File: src/rtl/cap_timer_pkg.sv
// Shared types for the cascadable capture timer.
// Assumes: a tick source is encoded in two bits; code 3 selects no source.
package cap_timer_pkg;
    typedef enum logic [1:0] {
        SRC_PCLK   = 2'd0,
        SRC_STROBE = 2'd1,
        SRC_EVENT  = 2'd2,
        SRC_NONE   = 2'd3
    } tick_src_e;
endpackage

File: src/rtl/cap_tick_sel.sv
// Selects the tick that advances one slice's counter.
// Assumes: strobe and event inputs are already synchronous to clk.
module cap_tick_sel
    import cap_timer_pkg::*;
(
    input  tick_src_e sel,
    input  logic      strobe,
    input  logic      event_in,
    output logic      tick
);
    // Route the chosen source to the tick line.
    always_comb begin
        case (sel)
            SRC_PCLK:   tick = 1'b1;
            SRC_STROBE: tick = strobe;
            SRC_EVENT:  tick = event_in;
            default:    tick = 1'b0;
        endcase
    end
endmodule

File: src/rtl/cap_counter.sv
// Wrapping up-counter with a registered one-cycle overflow pulse.
// Assumes: tick is qualified by en here; reset is synchronous, active low.
module cap_counter #(
    parameter int W = 16
) (
    input  logic         clk,
    input  logic         rst_n,
    input  logic         en,
    input  logic         tick,
    output logic [W-1:0] count,
    output logic         ovf
);
    localparam logic [W-1:0] CNT_MAX = {W{1'b1}};

    logic step;

    // A count step needs both the enable and a tick.
    always_comb step = en & tick;

    // Advance the count, wrap at all ones, and flag the wrap for one cycle.
    always_ff @(posedge clk) begin
        if (!rst_n) begin
            count <= '0;
            ovf   <= 1'b0;
        end else begin
            ovf <= step & (count == CNT_MAX);
            if (step) begin
                count <= count + 1'b1;
            end
        end
    end
endmodule

File: src/rtl/cap_capture.sv
// Capture register for one slice, with an optional one-clock delay.
// Assumes: count is the slice's registered count; with cascade set the
// capture takes the count one edge after the event edge.
module cap_capture #(
    parameter int W = 16
) (
    input  logic         clk,
    input  logic         rst_n,
    input  logic         en,
    input  logic         cascade,
    input  logic         capt,
    input  logic [W-1:0] count,
    output logic [W-1:0] cap
);
    logic capt_d;
    logic fire;

    // Choose the immediate or delayed event, qualified by the enable.
    always_comb fire = en & (cascade ? capt_d : capt);

    // Hold the delayed event and load the capture register when it fires.
    always_ff @(posedge clk) begin
        if (!rst_n) begin
            capt_d <= 1'b0;
            cap    <= '0;
        end else begin
            capt_d <= en & capt;
            if (fire) begin
                cap <= count;
            end
        end
    end
endmodule

File: src/rtl/cap_slice.sv
// One timer slice: tick selection, wrapping counter, capture register.
// Assumes: sel is static while counting; capt is a one-cycle pulse.
module cap_slice
    import cap_timer_pkg::*;
#(
    parameter int W = 16
) (
    input  logic         clk,
    input  logic         rst_n,
    input  logic         en,
    input  logic         cascade,
    input  tick_src_e    sel,
    input  logic         strobe,
    input  logic         event_in,
    input  logic         capt,
    output logic [W-1:0] count,
    output logic [W-1:0] cap,
    output logic         ovf
);
    logic tick;

    cap_tick_sel u_sel (
        .sel      (sel),
        .strobe   (strobe),
        .event_in (event_in),
        .tick     (tick)
    );

    cap_counter #(.W(W)) u_cnt (
        .clk   (clk),
        .rst_n (rst_n),
        .en    (en),
        .tick  (tick),
        .count (count),
        .ovf   (ovf)
    );

    cap_capture #(.W(W)) u_cap (
        .clk     (clk),
        .rst_n   (rst_n),
        .en      (en),
        .cascade (cascade),
        .capt    (capt),
        .count   (count),
        .cap     (cap)
    );
endmodule

File: src/rtl/cap_timer32.sv
// Two cascaded slices forming a double-width capture counter.
// Slice 0 counts the selected source; each later slice counts the
// overflow pulses of the slice below it. One capture event feeds all.
// Assumes: casc_lo = 0 and casc_hi = 1 for a consistent captured value.
module cap_timer32
    import cap_timer_pkg::*;
#(
    parameter int CNT_W = 16
) (
    input  logic               clk,
    input  logic               rst_n,
    input  logic               en_lo,
    input  logic               en_hi,
    input  logic               casc_lo,
    input  logic               casc_hi,
    input  logic [1:0]         src_sel,
    input  logic               cnt_strobe,
    input  logic               cnt_event,
    input  logic               capt_evt,
    output logic [CNT_W-1:0]   cnt_lo,
    output logic [CNT_W-1:0]   cnt_hi,
    output logic               ovf_lo,
    output logic               ovf_hi,
    output logic [2*CNT_W-1:0] cap_value
);
    localparam int NSLICE = 2;

    logic [NSLICE-1:0] en_v;
    logic [NSLICE-1:0] casc_v;
    logic [NSLICE-1:0] ovf_v;
    logic [CNT_W-1:0]  cnt_v [NSLICE];
    logic [CNT_W-1:0]  cap_v [NSLICE];

    assign en_v   = {en_hi, en_lo};
    assign casc_v = {casc_hi, casc_lo};

    for (genvar g = 0; g < NSLICE; g++) begin : g_slice
        if (g == 0) begin : g_base
            cap_slice #(.W(CNT_W)) u_slice (
                .clk      (clk),
                .rst_n    (rst_n),
                .en       (en_v[g]),
                .cascade  (casc_v[g]),
                .sel      (tick_src_e'(src_sel)),
                .strobe   (cnt_strobe),
                .event_in (cnt_event),
                .capt     (capt_evt),
                .count    (cnt_v[g]),
                .cap      (cap_v[g]),
                .ovf      (ovf_v[g])
            );
        end else begin : g_chain
            cap_slice #(.W(CNT_W)) u_slice (
                .clk      (clk),
                .rst_n    (rst_n),
                .en       (en_v[g]),
                .cascade  (casc_v[g]),
                .sel      (SRC_EVENT),
                .strobe   (1'b0),
                .event_in (ovf_v[g-1]),
                .capt     (capt_evt),
                .count    (cnt_v[g]),
                .cap      (cap_v[g]),
                .ovf      (ovf_v[g])
            );
        end
    end

    assign cnt_lo    = cnt_v[0];
    assign cnt_hi    = cnt_v[1];
    assign ovf_lo    = ovf_v[0];
    assign ovf_hi    = ovf_v[1];
    assign cap_value = {cap_v[1], cap_v[0]};
endmodule

File: config.mk
export PLATFORM = sky130hd
export DESIGN_NAME = cap_timer32
export DESIGN_NICKNAME = d
export VERILOG_FILES = /design/src/rtl/cap_timer_pkg.sv /design/src/rtl/cap_tick_sel.sv /design/src/rtl/cap_counter.sv /design/src/rtl/cap_capture.sv /design/src/rtl/cap_slice.sv /design/src/rtl/cap_timer32.sv
export SDC_FILE = /design/constraint.sdc
export NUM_CORES = 1
export LEC_CHECK = 0
export ABC_AREA = 1
export ABC_CLOCK_PERIOD_IN_PS = 1850
export CAP_MARGIN = 20
export CORE_ASPECT_RATIO = 1.75
export CORE_MARGIN = 2
export CORE_UTILIZATION = 31
export DETAILED_ROUTE_END_ITERATION = 8
export GPL_TIMING_DRIVEN = 0
export HOLD_SLACK_MARGIN = 0.05
export MAX_ROUTING_LAYER = met4
export PLACE_DENSITY = 0.53
export SLEW_MARGIN = 20
export SYNTH_ARGS = -nofsm -noshare
export SYNTH_HDL_FRONTEND = slang
export SYNTH_SLANG_ARGS = --single-unit
File: constraint.sdc
create_clock -name clk -period 1.85 [get_ports clk]
set_clock_uncertainty 0.15 [all_clocks]
set_input_delay 0.2775 -clock clk [delete_from_list [all_inputs] [get_ports clk]]
set_output_delay 0.2775 -clock clk [all_outputs]
set_load 0.01 [all_outputs]
-- Yosys cells after proc, flatten, opt, wreduce, memory -nomap -nowiden
Index checks and enable logic that the tools add are counted.
- input port bits: 11
- register bits after elaboration: 68
- add/sub/neg operators: 2
- eq/ne operators: 4
- multiplexer cells: 3
- reductions and logical operators: 1
- bitwise operators: 8
- operators with widths (kind ; count):
    adder 16 x 1 -> 16 bit (second input constant) ; 2
    == test 16 bit (second input constant) ; 2
    AND 1 bit ; 8
    one-hot mux 1 bit (3 select lines) ; 1
    == test 2 x 1 -> 1 bit (second input constant) ; 1
    == test 2 bit (second input constant) ; 1
    zero test 2 bit ; 1
    two-way mux 1 bit ; 2

-- Longest topological paths before layout
Gate-level depths: netlist of the first run.
- depth in word-level cells: 4
- depth in mapped cells: 9

-- Cells and area by module
From an unflattened synthesis of the first run, not the netlist that was laid out.
- cell total of the unflattened synthesis: 472
- area, all modules: 3440.8 um2
- modules (own cells, without submodules) (module ; sequential area each (um2) ; cells an instance ; area each (um2) ; times used):
    cap_capture ; 340.3 ; 111 ; 853.3 ; 2
    cap_counter ; 340.3 ; 117 ; 837.1 ; 2
    cap_tick_sel ; 0.0 ; 7 ; 26.3 ; 2
    cap_timer32 ; 0.0 ; 2 ; 7.5 ; 1

-- Worst setup path before layout of the first run
Ideal clock, no wire load.
- path type: register to register
- from: register g_slice[0].g_base.u_slice.u_cnt.count[0]
- to: register g_slice[0].g_base.u_slice.u_cnt.count[8]
- slack: 0.303 ns
- stages on the path, launching flop included: 9
- period minus slack after synthesis: 1.547 ns
- arrival time: 1.282 ns
- buffers on the path: 0
- data required time: 1.585 ns
- setup time: 0.115 ns
- cells stage by stage: dfxtp_1 > ha_1 > nand2_1 > nor2_1 > nand2_1 > nor2_1 > nand3_1 > nand2_1 > nor2_1
- longest elaborated chain between the ends: 1
- ends and longest elaborated chain (item ; line ; text):
    start, declared ; cap_counter.sv:10 ; output logic [W-1:0] count,
    start signal, assigned ; cap_counter.sv:28 ; count <= count + 1'b1;
    adder 16 x 1 -> 16 bit ; cap_counter.sv:28 ;
No other way between the ends.
A chain may end at the register's enable or synchronous reset.

-- Final worst setup path of the first run
- from: register g_slice[0].g_base.u_slice.u_cnt.count[2]
- to: output cnt_lo[2]
- RTL lines (item ; line ; text):
    end, declared ; cap_timer32.sv:20 ; output logic [CNT_W-1:0] cnt_lo,
No word-level cell between the ends.

==> results.yml, run 1 <==
worst_setup_path:
  crit_type: "reg -> out"
  cp-end-kind: "output pin"
  start_kind: "flip-flop"
  cp_num_buf_inv: 1
  path_delay_family: "buffers and inverters"
  cp_max_fo: 6
  slowest_delay_ns: 0.60
  crit_chain: "clkdlybuf4s50_1"
  critPathSlowestCell: "clkdlybuf4s50_1"
  cp_data_arrival_time_ns: 1.36
  cp.required_ns: 1.42
cells_and_area:
  nFillCells: 1018
  multiInputGateArea_sq_um: 1290
  drive_above_1_share_pct: 8.45
  diodes: 0
  final_util_pct: 46.0
  most-common-layout-cells: "75 x clkdlybuf4s50_1, 72 x nand2_1, 63 x dfxtp_1"
  seqCellArea_sq_um: 1370
  area_delta_synth_final_pct: 44.4
  mostFrequentLayoutCell: "clkdlybuf4s50_1"
  final_net_count: 505
placement:
  post-dp-hpwl_um: 6900
  globalplace.congestion: 0.857
  portBuffers: 75
timing:
  fin_setup_tns_ns: 0
  rsz0062_at_grt: "false"
  timing.fmax_ghz: 0.560
  slew_headroom_pct: 54.4
  timing.final.crit_share_pct: 96.4
  fin_crit_ns: 1.78
  worst_pin_slew_ns: 0.684
  finalHoldViolCount: 0
  report.final.slew_viol_count: 0
  finalSetupViolCount: 0
  whs_ns: 0.131
route:
  via_count: 2936
  viasPerCell: 4.76
  drc: 0
  avgRoutedWirePerCell_um: 14.6
  drt_pass1_iterations: 5
  final_antenna_net_count: 0
  drt_wl_total_um: 9000
  drtIter0Drc: 135
die:
  die_area_sq_um: 10200
  rows: 46
  die_w_um: 77.1
  io_pins: 77
  die_h_um: 132
  core_sq_um: 9090
  initial_core_util_pct: 31.9
clock_tree:
  cts_made_buffers: 9
  clock_sinks: 68
  tritoncts: "done"
  clk_pin_slew_ns: 0.06
  cts_hold_buf: 0
  cts-root-buf: "clkbuf_16"
  clk_latency_ns: 0.33
  clockBufferDepth: 2
  h-tree-depth: 3
worst_hold_path:
  hp-class: "in -> reg"
power_and_ir_drop:
  total_power_w: 0.00395
  leakagePower_nw: 1.56
  p_per_area_nw_per_um2: 945
  vdd_drop_max_mv: 0.677
logic_synthesis:
  avgSynthCellArea_sq_um: 7.13
  synth.top_cell.area_share_pct: 47.0
  synth_area_leaders: "dfxtp_1 47%, nand2_1 9.3%, o21ai_0 8.3%"
  syn_nets: 419
  synth.distinct_cells: 25
  synth.largest_area_cell: "dfxtp_1"
  ys_seq_area_share_pct: 47.0
  syn_inst: 406
  synth_warnings: 0
  synthesis.area_sq_um: 2900
  synth-seq-cells: 68
global_route:
  grt_max_degree: 13
  track_usage_pct: 18.7
  grt_pass1_wl_um: 14300
  grt_pass1_vias: 2840
  antenna_found_initial: 0
  grt_overflow_total: 0
outcome:
  outcome: "finished, final reports clean"
flow_run:
  max-cap-violations: 0
==> state kept, by name, summed over array words and instances, names as in the netlist <==
signal / cells
g_slice.g_chain.u_slice.u_cnt.count: 16
g_slice.g_chain.u_slice.u_cap.capt_d: 1
g_slice.g_base.u_slice.u_cnt.count: 16
g_slice.g_base.u_slice.u_cap.capt_d: 1
g_slice.g_chain.u_slice.u_cap.cap: 16
g_slice.g_base.u_slice.u_cap.cap: 16
g_slice.g_base.u_slice.u_cnt.ovf: 1
g_slice.g_chain.u_slice.u_cnt.ovf: 1
==> power by group <==
group	switching, W	internal [W]	leakage, nW	total [W]
Combinational	0.000141	0.000130	0.820	0.000271
Clock	0.000650	0.00149	0.183	0.00214
Sequential	0.0000283	0.00151	0.555	0.00154
Total	0.000819	0.00313	1.56	0.00395
==> path summary, 6_finish.rpt <==
check | start | end | slack (ns) | depth (start not counted)
worst min register to register | g_slice[1].g_chain.u_slice.u_cap.cap[9] | g_slice[1].g_chain.u_slice.u_cap.cap[9] | 0.33 | 2
worst max-delay path | g_slice[0].g_base.u_slice.u_cnt.count[2] | cnt_lo[2] | 0.07 | 1
worst min-delay path | rst_n | g_slice[0].g_base.u_slice.u_cnt.ovf | 0.13 | 3
worst max register to register | g_slice[1].g_chain.u_slice.u_cnt.count[0] | g_slice[1].g_chain.u_slice.u_cnt.count[10] | 0.22 | 6
==> final cells by class <==
class                   instances  area share [%]
multi-input cells             276            30.9
repair buffers                 75            17.9
clock inverters                 6            3.20
plain buffers                  13            1.56
flip-flops and latches         68            32.7
inverters                      49            4.46
well taps                     120            3.59
clock buffers                  10            5.71
==> what timing repair did <==
item | CTS | global route
gates resized for setup | 1 | 7
buffers inserted | 0 | 0
pin swaps | 0 | 0
setup endpoints to repair | 1 | 8
==> layer usage <==
layer	vias to the layer above	global-route usage, %	routed length [um]
met1	1339	17.5	3280
met5	-	-	0
met2	76	35.7	5100
li1	1505	-	-
met4	0	7.64	271
met3	16	4.25	348
==> synthesized netlist by cell type <==
cell type	n
nor2_1	57
nor3b_1	2
nand2_2	3
o21ai_1	2
nand3_1	19
nand3_2	1
nor3_4	1
nand4_1	7
buf_2	4
nor3_2	1
nor2_2	5
nor4_1	1
nand2_1	72
ha_1	2
dfxtp_1	68
o21a_1	1
inv_1	48
inv_2	1
clkbuf_1	4
a21oi_1	40
a211oi_1	1
nor3_1	13
o21ai_0	48
buf_1	2
buf_4	3
==> worst min-delay path, cell delays in order <==
cell     delay [ns]
buf_2          0.16
nand2_1        0.08
nor3_1         0.04
==> cell families (layout without fill, tap and decap cells) <==
group                    after synthesis  count (layout)  share of synthesized area, %
buffers and inverters                 62             153                          8.60
AND/OR/NAND/NOR                      182             182                          27.5
adder cells (fa/ha/maj)                2               2                         0.864
flip-flops                            68              68                          47.0
AO/OA/AOI/OAI                         92              92                          16.1
==> metrics by stage <==
step	setup WS (ns)	area, sq um	std cells
floorplan	0.303	2900	406
global placement	-0.208	3800	601
detailed placement	-0.214	3800	601
CTS	0.00618	4170	617
global route	0.00979	4180	617
finish	0.0658	4180	617
(Power assumes the default switching activity.)
==> run 2: changes to the inputs <==
--- a/config.mk
+++ b/config.mk
@@ -13,7 +13,7 @@
 export CORE_UTILIZATION = 31
 export DETAILED_ROUTE_END_ITERATION = 8
 export GPL_TIMING_DRIVEN = 0
-export HOLD_SLACK_MARGIN = 0.05
+export HOLD_SLACK_MARGIN = 0.15
 export MAX_ROUTING_LAYER = met4
 export PLACE_DENSITY = 0.53
 export SLEW_MARGIN = 20
==> run 2 against run 1 <==
Flip-flop and latch count unchanged. Sequential share of layout area fell by 0.088 points. Critical path type unchanged. Sequential power hardly changed.
==> results.yml, run 2 (same netlist as run 1, synthesis figures left out) <==
placement:
  placed_area_sq_um: 3800
  globalplace.congestion: 0.857
  dp_cells: 601
  portBuffers: 75
  post-dp-hpwl_um: 6900
global_route:
  grt_pass1_wl_um: 14300
  grt_max_degree: 13
  grt_overflow_total: 0
  top_usage_layer: "met2"
  track_usage_pct: 18.7
  met3_usage_pct: 4.25
  grt_pass1_vias: 2848
  use_met2_pct: 35.7
  antenna_found_initial: 0
  gr-usage-met1_pct: 17.5
die:
  initial_core_util_pct: 31.9
  rows: 46
  die_w_um: 77.1
  die_area_sq_um: 10200
  io_pins: 77
  core_sq_um: 9090
  die_h_um: 132
route:
  drt_pass1_iterations: 5
  drt_wl_total_um: 8950
  viasPerCell: 4.72
  via_count: 2920
  drtIter0Drc: 128
  drc: 0
  avgRoutedWirePerCell_um: 14.5
  final_antenna_net_count: 0
worst_hold_path:
  min_from: "g_slice[1].g_chain.u_slice.u_cap.cap[9]"
  holdPathEnd: "g_slice[1].g_chain.u_slice.u_cap.cap[9]"
  hp-class: "reg -> reg"
  min_path_cells: 2
timing:
  timing.final.crit_share_pct: 97.1
  slew_headroom_pct: 61.0
  whs_ns: 0.329
  report.final.slew_viol_count: 0
  fin_crit_ns: 1.80
  timing.fmax_ghz: 0.557
  rsz0062_at_grt: "false"
  worst_pin_slew_ns: 0.586
  finalSetupViolCount: 0
  finalHoldViolCount: 0
cells_and_area:
  nFillCells: 1016
  mostFrequentLayoutCell: "clkdlybuf4s50_1"
  final_cells: 618
  drive_above_1_share_pct: 8.63
  multiInputGateArea_sq_um: 1290
  seqCellArea_sq_um: 1370
  final_util_pct: 46.1
  most-common-layout-cells: "75 x clkdlybuf4s50_1, 72 x nand2_1, 63 x dfxtp_1"
  final_net_count: 506
  area_delta_synth_final_pct: 44.8
  final_area_sq_um: 4200
  diodes: 0
outcome:
  outcome: "finished, final reports clean"
worst_setup_path:
  crit_type: "reg -> out"
  timing.rr.start: "g_slice[0].g_base.u_slice.u_cnt.count[0]"
  crit_chain: "clkdlybuf4s50_1"
  path_delay_family: "buffers and inverters"
  cp.required_ns: 1.42
  r2r-end: "g_slice[0].g_base.u_slice.u_cnt.count[8]"
  cp_max_fo: 6
  rrSetupSlack_ns: 0.22
  slowest_delay_ns: 0.60
  cp_data_arrival_time_ns: 1.37
  start_kind: "flip-flop"
  r2r_cells: 8
  cp_num_buf_inv: 1
  critPathSlowestCell: "clkdlybuf4s50_1"
  cp-end-kind: "output pin"
clock_tree:
  tritoncts: "done"
  clockBufferDepth: 2
  clk_pin_slew_ns: 0.06
  clock_sinks: 68
  cts-root-buf: "clkbuf_16"
  h-tree-depth: 3
  cts_made_buffers: 9
  clk_latency_ns: 0.33
  cts_setup_buffers: 0
power_and_ir_drop:
  leakagePower_nw: 1.57
  vdd_drop_max_mv: 0.677
  p_per_area_nw_per_um2: 942
flow_run:
  max-cap-violations: 0
-- run 2: cell types whose count changed in the layout (fill, tap and decap cells not counted) --
cell / before / now
clkbuf_2: 0 / 1
dlygate4sd3_1: 0 / 1
buf_1: 2 / 1
-- run 2: layout make-up --
cell class	count	area share, %
inverters	49	4.44
repair buffers	76	18.1
well taps	120	3.58
clock buffers	10	5.70
multi-input cells	276	30.8
clock inverters	6	3.19
flip-flops and latches	68	32.6
plain buffers	13	1.58
-- run 2: power breakdown --
part | total [W] | switching, W | internal (W)
logic | 0.000273 | 0.000141 | 0.000131
registers | 0.00154 | 0.0000282 | 0.00151
clock network | 0.00214 | 0.000649 | 0.00149
-- run 2: worst max-delay path by stage --
stage,from,endpoint,slack (ns),depth (start not counted)
after floorplan,g_slice[0].g_base.u_slice.u_cnt.count[0],g_slice[0].g_base.u_slice.u_cnt.count[8],0.30,8
after global placement,capt_evt,g_slice[1].g_chain.u_slice.u_cap.cap[12],-0.21,8
after detailed placement,en_hi,g_slice[1].g_chain.u_slice.u_cnt.count[11],-0.21,8
after CTS,g_slice[0].g_base.u_slice.u_cnt.count[7],cnt_lo[7],0.006,1
after global routing,g_slice[0].g_base.u_slice.u_cnt.count[2],cnt_lo[2],0.01,1
final,g_slice[0].g_base.u_slice.u_cnt.count[2],cnt_lo[2],0.05,1
-- run 2: timing repair --
action | CTS | global route
hold buffers | 1 | 0
resized for setup | 1 | 8
setup endpoints to repair | 1 | 17
endpoints found under the hold margin | 3 | 0
-- run 2: stage by stage --
stage               total power [W]  TNS, ns  worst slack [ns]
floorplan                   0.00169        0             0.303
global placement            0.00184    -5.34            -0.208
finish                      0.00395        0            0.0546
CTS                         0.00400        0           0.00618
detailed placement          0.00184    -5.88            -0.214
global route                0.00410        0           0.00979
-- run 2: routing by layer --
layer  wire length (um)  vias up  share of wire (%)
met5                  0        -                  0
li1                   -     1508                  -
met1               3260     1323                 36
met3                338       16                3.8
met2               5090       73                 57
met4                258        0                2.9
